--- config.mk ---
export PLATFORM = sky130hd
export DESIGN_NAME = quad_fetch_seq
export DESIGN_NICKNAME = d
export VERILOG_FILES = /design/src/rtl/quad_seq_pkg.sv /design/src/rtl/qs_phase_gen.sv /design/src/rtl/qs_pc_unit.sv /design/src/rtl/qs_ir_stage.sv /design/src/rtl/quad_fetch_seq.sv
export SDC_FILE = /design/constraint.sdc
export NUM_CORES = 1
export LEC_CHECK = 0
export BUFFER_PORTS_ARGS = -buffer_cell sky130_fd_sc_hd__buf_2
export CAP_MARGIN = 10
export CORE_MARGIN = 1.5
export CORE_UTILIZATION = 46
export DETAILED_ROUTE_END_ITERATION = 6
export MAX_ROUTING_LAYER = met4
export PLACE_DENSITY_LB_ADDON = 0.12
export SLEW_MARGIN = 20
export SYNTH_ARGS = -nofsm -noshare
export SYNTH_HDL_FRONTEND = slang
export SYNTH_SLANG_ARGS = --single-unit
--- constraint.sdc ---
create_clock -name clk_i -period 1.9 [get_ports clk_i]
set_clock_uncertainty 0.15 [all_clocks]
set_input_delay 0.38 -clock clk_i [delete_from_list [all_inputs] [get_ports clk_i]]
set_output_delay 0.38 -clock clk_i [all_outputs]
set_load 0.005 [all_outputs]
--- src/rtl/quad_seq_pkg.sv ---
package quad_seq_pkg;
  typedef enum logic [1:0] {
    PH_Q1 = 2'd0,
    PH_Q2 = 2'd1,
    PH_Q3 = 2'd2,
    PH_Q4 = 2'd3
  } phase_e;
  localparam int unsigned NUM_PHASES = 4;
endpackage

--- src/rtl/qs_phase_gen.sv ---
module qs_phase_gen
  import quad_seq_pkg::*;
(
  input  logic                  clk_i,
  input  logic                  rst_ni,
  output logic [NUM_PHASES-1:0] strobe_o,
  output logic                  clkout_o
);
  phase_e ph_q, ph_d;
  logic   div_q, div_d;

  always_comb begin
    ph_d  = phase_e'(ph_q + 2'd1);
    div_d = (ph_d == PH_Q1) || (ph_d == PH_Q2);
  end

  always_ff @(posedge clk_i or negedge rst_ni) begin
    if (!rst_ni) begin
      ph_q  <= PH_Q1;
      div_q <= 1'b1;
    end else begin
      ph_q  <= ph_d;
      div_q <= div_d;
    end
  end

  always_comb begin
    for (int i = 0; i < NUM_PHASES; i++) begin
      strobe_o[i] = (ph_q == phase_e'(i));
    end
  end

  assign clkout_o = div_q;
endmodule

--- src/rtl/qs_pc_unit.sv ---
module qs_pc_unit #(
  parameter int unsigned PC_W      = 13,
  parameter int unsigned MEM_WORDS = 1024,
  parameter int unsigned RST_VEC   = 0,
  parameter int unsigned IRQ_VEC   = 4
) (
  input  logic            clk_i,
  input  logic            rst_ni,
  input  logic            adv_i,
  input  logic            irq_i,
  input  logic            br_i,
  input  logic [PC_W-1:0] tgt_i,
  output logic [PC_W-1:0] addr_o
);
  localparam int unsigned     AW       = $clog2(MEM_WORDS);
  localparam logic [PC_W-1:0] ADDR_MSK = PC_W'((64'd1 << AW) - 64'd1);
  localparam logic [PC_W-1:0] RST_PC   = PC_W'(RST_VEC);
  localparam logic [PC_W-1:0] IRQ_PC   = PC_W'(IRQ_VEC);

  logic [PC_W-1:0] pc_q, pc_d;

  always_comb begin
    pc_d = pc_q;
    if (adv_i) begin
      if (irq_i)     pc_d = IRQ_PC;
      else if (br_i) pc_d = tgt_i;
      else           pc_d = pc_q + PC_W'(1);
    end
  end

  always_ff @(posedge clk_i or negedge rst_ni) begin
    if (!rst_ni)    pc_q <= RST_PC;
    else if (adv_i) pc_q <= pc_d;
  end

  assign addr_o = pc_q & ADDR_MSK;
endmodule

--- src/rtl/qs_ir_stage.sv ---
module qs_ir_stage #(
  parameter int unsigned IW = 14
) (
  input  logic          clk_i,
  input  logic          rst_ni,
  input  logic          adv_i,
  input  logic          flush_i,
  input  logic [IW-1:0] word_i,
  output logic [IW-1:0] ir_o,
  output logic          valid_o
);
  logic [IW-1:0] ir_q, ir_d;
  logic          val_q, val_d;

  always_comb begin
    ir_d  = flush_i ? '0 : word_i;
    val_d = !flush_i;
  end

  always_ff @(posedge clk_i or negedge rst_ni) begin
    if (!rst_ni) begin
      ir_q  <= '0;
      val_q <= 1'b0;
    end else if (adv_i) begin
      ir_q  <= ir_d;
      val_q <= val_d;
    end
  end

  assign ir_o    = ir_q;
  assign valid_o = val_q;
endmodule

--- src/rtl/quad_fetch_seq.sv ---
module quad_fetch_seq #(
  parameter int unsigned PC_W      = 13,
  parameter int unsigned IW        = 14,
  parameter int unsigned MEM_WORDS = 1024,
  parameter int unsigned RST_VEC   = 0,
  parameter int unsigned IRQ_VEC   = 4
) (
  input  logic            clk_i,
  input  logic            rst_ni,
  input  logic [IW-1:0]   imem_data_i,
  input  logic            br_req_i,
  input  logic [PC_W-1:0] br_tgt_i,
  input  logic            irq_req_i,
  output logic [PC_W-1:0] imem_addr_o,
  output logic [IW-1:0]   instr_o,
  output logic [3:0]      phase_o,
  output logic            rd_en_o,
  output logic            wr_en_o,
  output logic            clkout_o
);
  logic [3:0] strobe;
  logic       cyc_end, exec_valid, take_br, flush;

  qs_phase_gen u_phase (
    .clk_i    (clk_i),
    .rst_ni   (rst_ni),
    .strobe_o (strobe),
    .clkout_o (clkout_o)
  );

  assign cyc_end = strobe[3];
  assign take_br = br_req_i & exec_valid;
  assign flush   = irq_req_i | take_br;

  qs_pc_unit #(
    .PC_W(PC_W), .MEM_WORDS(MEM_WORDS), .RST_VEC(RST_VEC), .IRQ_VEC(IRQ_VEC)
  ) u_pc (
    .clk_i  (clk_i),
    .rst_ni (rst_ni),
    .adv_i  (cyc_end),
    .irq_i  (irq_req_i),
    .br_i   (take_br),
    .tgt_i  (br_tgt_i),
    .addr_o (imem_addr_o)
  );

  qs_ir_stage #(.IW(IW)) u_ir (
    .clk_i   (clk_i),
    .rst_ni  (rst_ni),
    .adv_i   (cyc_end),
    .flush_i (flush),
    .word_i  (imem_data_i),
    .ir_o    (instr_o),
    .valid_o (exec_valid)
  );

  assign phase_o = strobe;
  assign rd_en_o = exec_valid & strobe[1];
  assign wr_en_o = exec_valid & strobe[3];
endmodule

After elaboration in Yosys (flattened, before gate mapping)
Index checks and enable logic that the tools add are counted.
- mux-type cells: 3
- equality and inequality tests: 4
- $add $sub $neg: 2
- bitwise gates (word level): 4
- reduce and logical (&&, ||, !) cells: 4
- operators with widths (operator ; count):
    $mux W13 ; 2
    $mux W14 ; 1
    $add A13 B1 Y13 const B ; 1
    $eq A2 B1 Y1 const B ; 2
    $eq A2 B2 Y1 const B ; 2
    $logic_not A2 Y1 ; 2
    $and A1 B1 Y1 ; 3
    $add A2 B1 Y2 const B ; 1
    $logic_not A1 Y1 ; 1
    $logic_or A1 B1 Y1 ; 1
    $or A1 B1 Y1 ; 1
- word-level logic and storage cells: 22
- bits in registers: 31
- output and inout port bits: 34

Longest topological paths before layout
- depth after elaboration: 3
- mapped depth: 7
- mapped depth without buffers: 5

By module
Synthesis repeated with hierarchy kept, for this count alone.
- cells, all modules: 151
- area total of the unflattened synthesis: 1466.4 µm²
- by module, submodules not included (module ; times used ; cells each ; area each (µm²)):
    qs_ir_stage ; 1 ; 63 ; 651.9
    qs_pc_unit ; 1 ; 74 ; 650.6
    qs_phase_gen ; 1 ; 10 ; 137.6
    quad_fetch_seq ; 1 ; 4 ; 26.3

Worst setup path after synthesis
OpenSTA, ideal clock, no wires.
- kind: reg2reg
- start point: reg u_phase.ph_q[0]
- end point: reg u_pc.pc_q[9]
- stages on the path, launching flop included: 7
- clock period less this slack: 1.712 ns
- arrival: 1.493 ns
- path slack: 0.188 ns
- cell sequence: dfrtp_1 -> ha_1 -> buf_4 -> and2b_1 -> nand2_1 -> or4_1 -> nand3_1
- word-level cells in the longest chain between the ends: 1
- ends and longest elaborated chain (what ; line ; text):
    from (decl) ; qs_phase_gen.sv:9 ; phase_e ph_q, ph_d;
    from (signal assigned) ; qs_phase_gen.sv:22 ; ph_q <= ph_d;
    $eq A2 B2 Y1 ; qs_phase_gen.sv:29 ; strobe_o[i] = (ph_q == phase_e'(i));
    via u_ir.adv_i ; qs_ir_stage.sv:6 ; input logic adv_i,
    to (signal assigned) ; qs_pc_unit.sv:33 ; else if (adv_i) pc_q <= pc_d;
    to (decl) ; qs_pc_unit.sv:20 ; logic [PC_W-1:0] pc_q, pc_d;
The timed path passes the listed nets, and every way through them passes these cells.
A chain may end at the register's enable or synchronous reset.

Worst setup path after layout
- start point: reg u_phase.ph_q[0]
- end point: out rd_en_o
- word-level cells in the longest chain between the ends: 2
- ends and longest elaborated chain (what ; line ; text):
    $eq A2 B1 Y1 ; qs_phase_gen.sv:29 ;
    $and A1 B1 Y1 ; quad_fetch_seq.sv:58 ; assign rd_en_o = exec_valid & strobe[1];
    to (decl) ; quad_fetch_seq.sv:17 ; output logic rd_en_o,
Every way passes these cells.

==> results.yml <==
worst_setup_path:
  cp_top_family: "flip-flops"
  crit_chain: "buf_4, ha_4, and2_4, buf_2"
  r2r_setup_slack_ns: 0.12
  worstPathRequired_ns: 1.37
  crit_fanout: 2
  worstSetupPathType: "reg -> out"
  path_depth: 4
  slowest_stage: "dfrtp_1"
  endpoint_kind: "output port"
  crit_start: "u_phase.ph_q[0]"
  arrival_ns: 1.31
  start_kind: "flop"
  worst-path-buf-inv: 2
  crit_path_end: "rd_en_o"
  rr_worst_depth: 6
  cpPeakStageDelay_ns: 0.44
  r2r_start: "u_phase.ph_q[1]"
  r2r_end: "u_pc.pc_q[9]"
timing:
  tns_ns: 0
  final_max_slew_viol_count: 0
  fin_crit_sh: 0.970
  max-slew-margin-rel: 0.582
  min_period_ns: 1.84
  timing.fmax_mhz: 543
  setup_viol: 0
  finalHoldViolations: 0
  tightest_slew_ns: 0.627
  rsz0062_at_grt: "no"
cells_and_area:
  fillCellCount: 240
  drive_above_1_share: 0.374
  area_growth_pct: 35.9
  num-nets-final: 259
  final_cell_area_mm2: 0.00189
  diodes: 0
yosys:
  synth_seq_cells: 28
  synth_warnings: 0
  synth.distinct_cells: 33
  ys_seq_area_frac: 0.505
  synthCells: 155
  avgSynthCellArea_um2: 8.96
  syn_area_mm2: 0.00139
die:
  io_pins: 65
  die_x_um: 57.9
  die_h_um: 57.9
  initial_core_util: 0.495
  core_area_mm2: 0.00281
  rows: 19
  die_area_mm2: 0.00336
status:
  violations: "DRC"
  status: "finished, violations left"
pwr:
  powerDensity_mw_per_mm2: 661
  p_int_mw: 0.942
  p_leak_nw: 0.974
  ir_drop_mv: 0.397
  switchingPower_mw: 0.305
  seq_power_share: 0.549
  power_frac_clock: 0.314
  finalPower_mw: 1.25
  p_sw_frac: 0.244
  comb_power_share: 0.137
global_route:
  grt_pass1_vias: 1167
  grt_pass1_wl_mm: 5.16
  antenna_found_initial: 0
  grt_max_degree: 29
  track_usage: 0.204
  gr-total-overflow: 0
clocking:
  cts-buffers-inserted: 3
  clk_latency_ns: 0.33
  ctsLongestPathBuffers: 2
  path_clk_slew_ns: 0.15
  cts_tree: "built"
  h-tree-depth: 1
  root_buffer: "clkbuf_4"
  cts.sinks: 28
place:
  dpl_cell_area_mm2: 0.00171
  place_hpwl_mm: 2.30
  io_buffers: 58
  place_congestion: 0.847
hold_path:
  min_path_type: "in -> reg"
detailed_routing:
  firstDrtPassIters: 7
  first_iter_violations: 42
  post_drt_via_cell_ratio: 5.21
  route.detailed.drc: 6
  wl_mm: 3.37
  vias: 1317
  wire_per_inst_um: 13.3
  ant_nets: 0
flow_run:
  drv_cap: 0
[cell usage after synthesis, drive strengths merged]
master,number,area share
mux2i,1,0.0072
nor4,1,0.0045
a22oi,1,0.0054
and4,1,0.0063
or4,1,0.0054
dfstp,1,0.019
ha,5,0.045
nor2b,3,0.014
nand4,2,0.014
nand2b,2,0.0090
a31oi,3,0.014
o21ai,24,0.086
inv,19,0.051
nor3,1,0.0036
conb,1,0.0027
nand3,5,0.018
buf,6,0.031
o22ai,1,0.0045
a221o,1,0.0072
and3,2,0.011
nand2,26,0.070
a21o,1,0.0054
and2b,1,0.0054
clkbuf,3,0.0081
dfrtp,27,0.49
o211ai,1,0.0054
a21oi,2,0.0072
nor2,6,0.016
o21a,1,0.0054
o311ai,3,0.019
and2,3,0.014
[stage by stage]
stage | cells | utilization | hold slack (ns) | setup WS [ns]
after floorplan | 157 | - | -0.0656 | 0.188
after global placement | 242 | 0.609 | 0.278 | 0.134
after detailed placement | 242 | 0.609 | 0.279 | 0.0551
after CTS | 253 | 0.666 | 0.0845 | 0.00415
after global routing | 253 | 0.673 | 0.0899 | 0.00665
final | 253 | 0.673 | 0.0957 | 0.0579
[sequential cells by signal, summed over array words and instances, names as in the netlist]
register,count
u_phase.clkout_o,1
u_phase.ph_q,2
u_ir.ir_o,14
u_ir.valid_o,1
u_pc.pc_q,10
[cells in the final DEF, fill, tap and decap left out, drive strengths merged, types with 2 or more instances in the layout]
| master | instances |
|---|---|
| inv | 19 |
| nor2 | 6 |
| nand2b | 2 |
| nor2b | 3 |
| and3 | 2 |
| buf | 68 |
| nand4 | 2 |
| nand2 | 26 |
| clkbuf | 3 |
| o311ai | 3 |
| conb | 3 |
| ha | 5 |
| nand3 | 5 |
| a21oi | 2 |
| o21ai | 24 |
| and2 | 3 |
| dfrtp | 27 |
| a31oi | 3 |
[worst reg2reg max path: stages, from the launching register on]
cell	delay, ns
dfrtp_1	0.43
ha_4	0.18
buf_4	0.11
and2b_1	0.16
nand2_1	0.09
or4_1	0.52
nand3_1	0.09
[cell families after synthesis]
kind of cell             synth area share
AO/OA/AOI/OAI                       0.159
adder cells (fa/ha/maj)            0.0450
buffers and inverters              0.0901
flip-flops                          0.505
multiplexers                      0.00721
other                             0.00270
AND/OR/NAND/NOR                     0.190
[timing repair]
item                                    in CTS  in global routing
setup buffers                                5                  1
cloned                                       1                  0
resized for setup                            6                  7
hold buffers                                 1                  0
pin swaps                                    1                  2
endpoints found under the hold margin       27                  0
endpoints found under the setup margin       1                 16
[power by group through the flow]
stage | Combinational [mW] | Sequential, mW | Clock [mW]
after detailed placement | 0.168 | 0.696 | 0
after floorplan | 0.0737 | 0.694 | 0
after global placement | 0.164 | 0.694 | 0
final | 0.171 | 0.685 | 0.391
after global routing | 0.191 | 0.694 | 0.427
after CTS | 0.170 | 0.685 | 0.404
[worst min-delay path by stage]
| stage | from | end | slack (ns) | depth (start not counted) |
|---|---|---|---|---|
| after global placement | rst_ni | u_pc.pc_q[7] | 0.28 | 1 |
| after floorplan | rst_ni | u_ir.ir_o[0] | -0.07 | 0 |
| final | imem_data_i[5] | u_ir.ir_o[5] | 0.1 | 3 |
| after CTS | imem_data_i[5] | u_ir.ir_o[5] | 0.08 | 3 |
| after detailed placement | rst_ni | u_pc.pc_q[7] | 0.28 | 1 |
| after global routing | imem_data_i[10] | u_ir.ir_o[10] | 0.09 | 3 |
[metal layers]
layer,wire length (µm),share of wire,vias up,global-route usage
met5,0,0,-,-
met4,15,0.0044,0,0.0399
met3,193,0.057,2,0.0246
met2,1690,0.50,49,0.336
met1,1470,0.44,619,0.275
li1,-,-,647,-
[area by class of cell]
class	instances	area (µm²)	area share
clock buffer	3	22.5	0.0119
clock inverter	1	30.0	0.0159
inverter	19	73.8	0.0391
multi-input combinational	101	602	0.319
sequential	28	702	0.372
tap	31	38.8	0.0206
timing repair buffer	70	418	0.221
No activity file was read; power rests on OpenSTA's default activity.
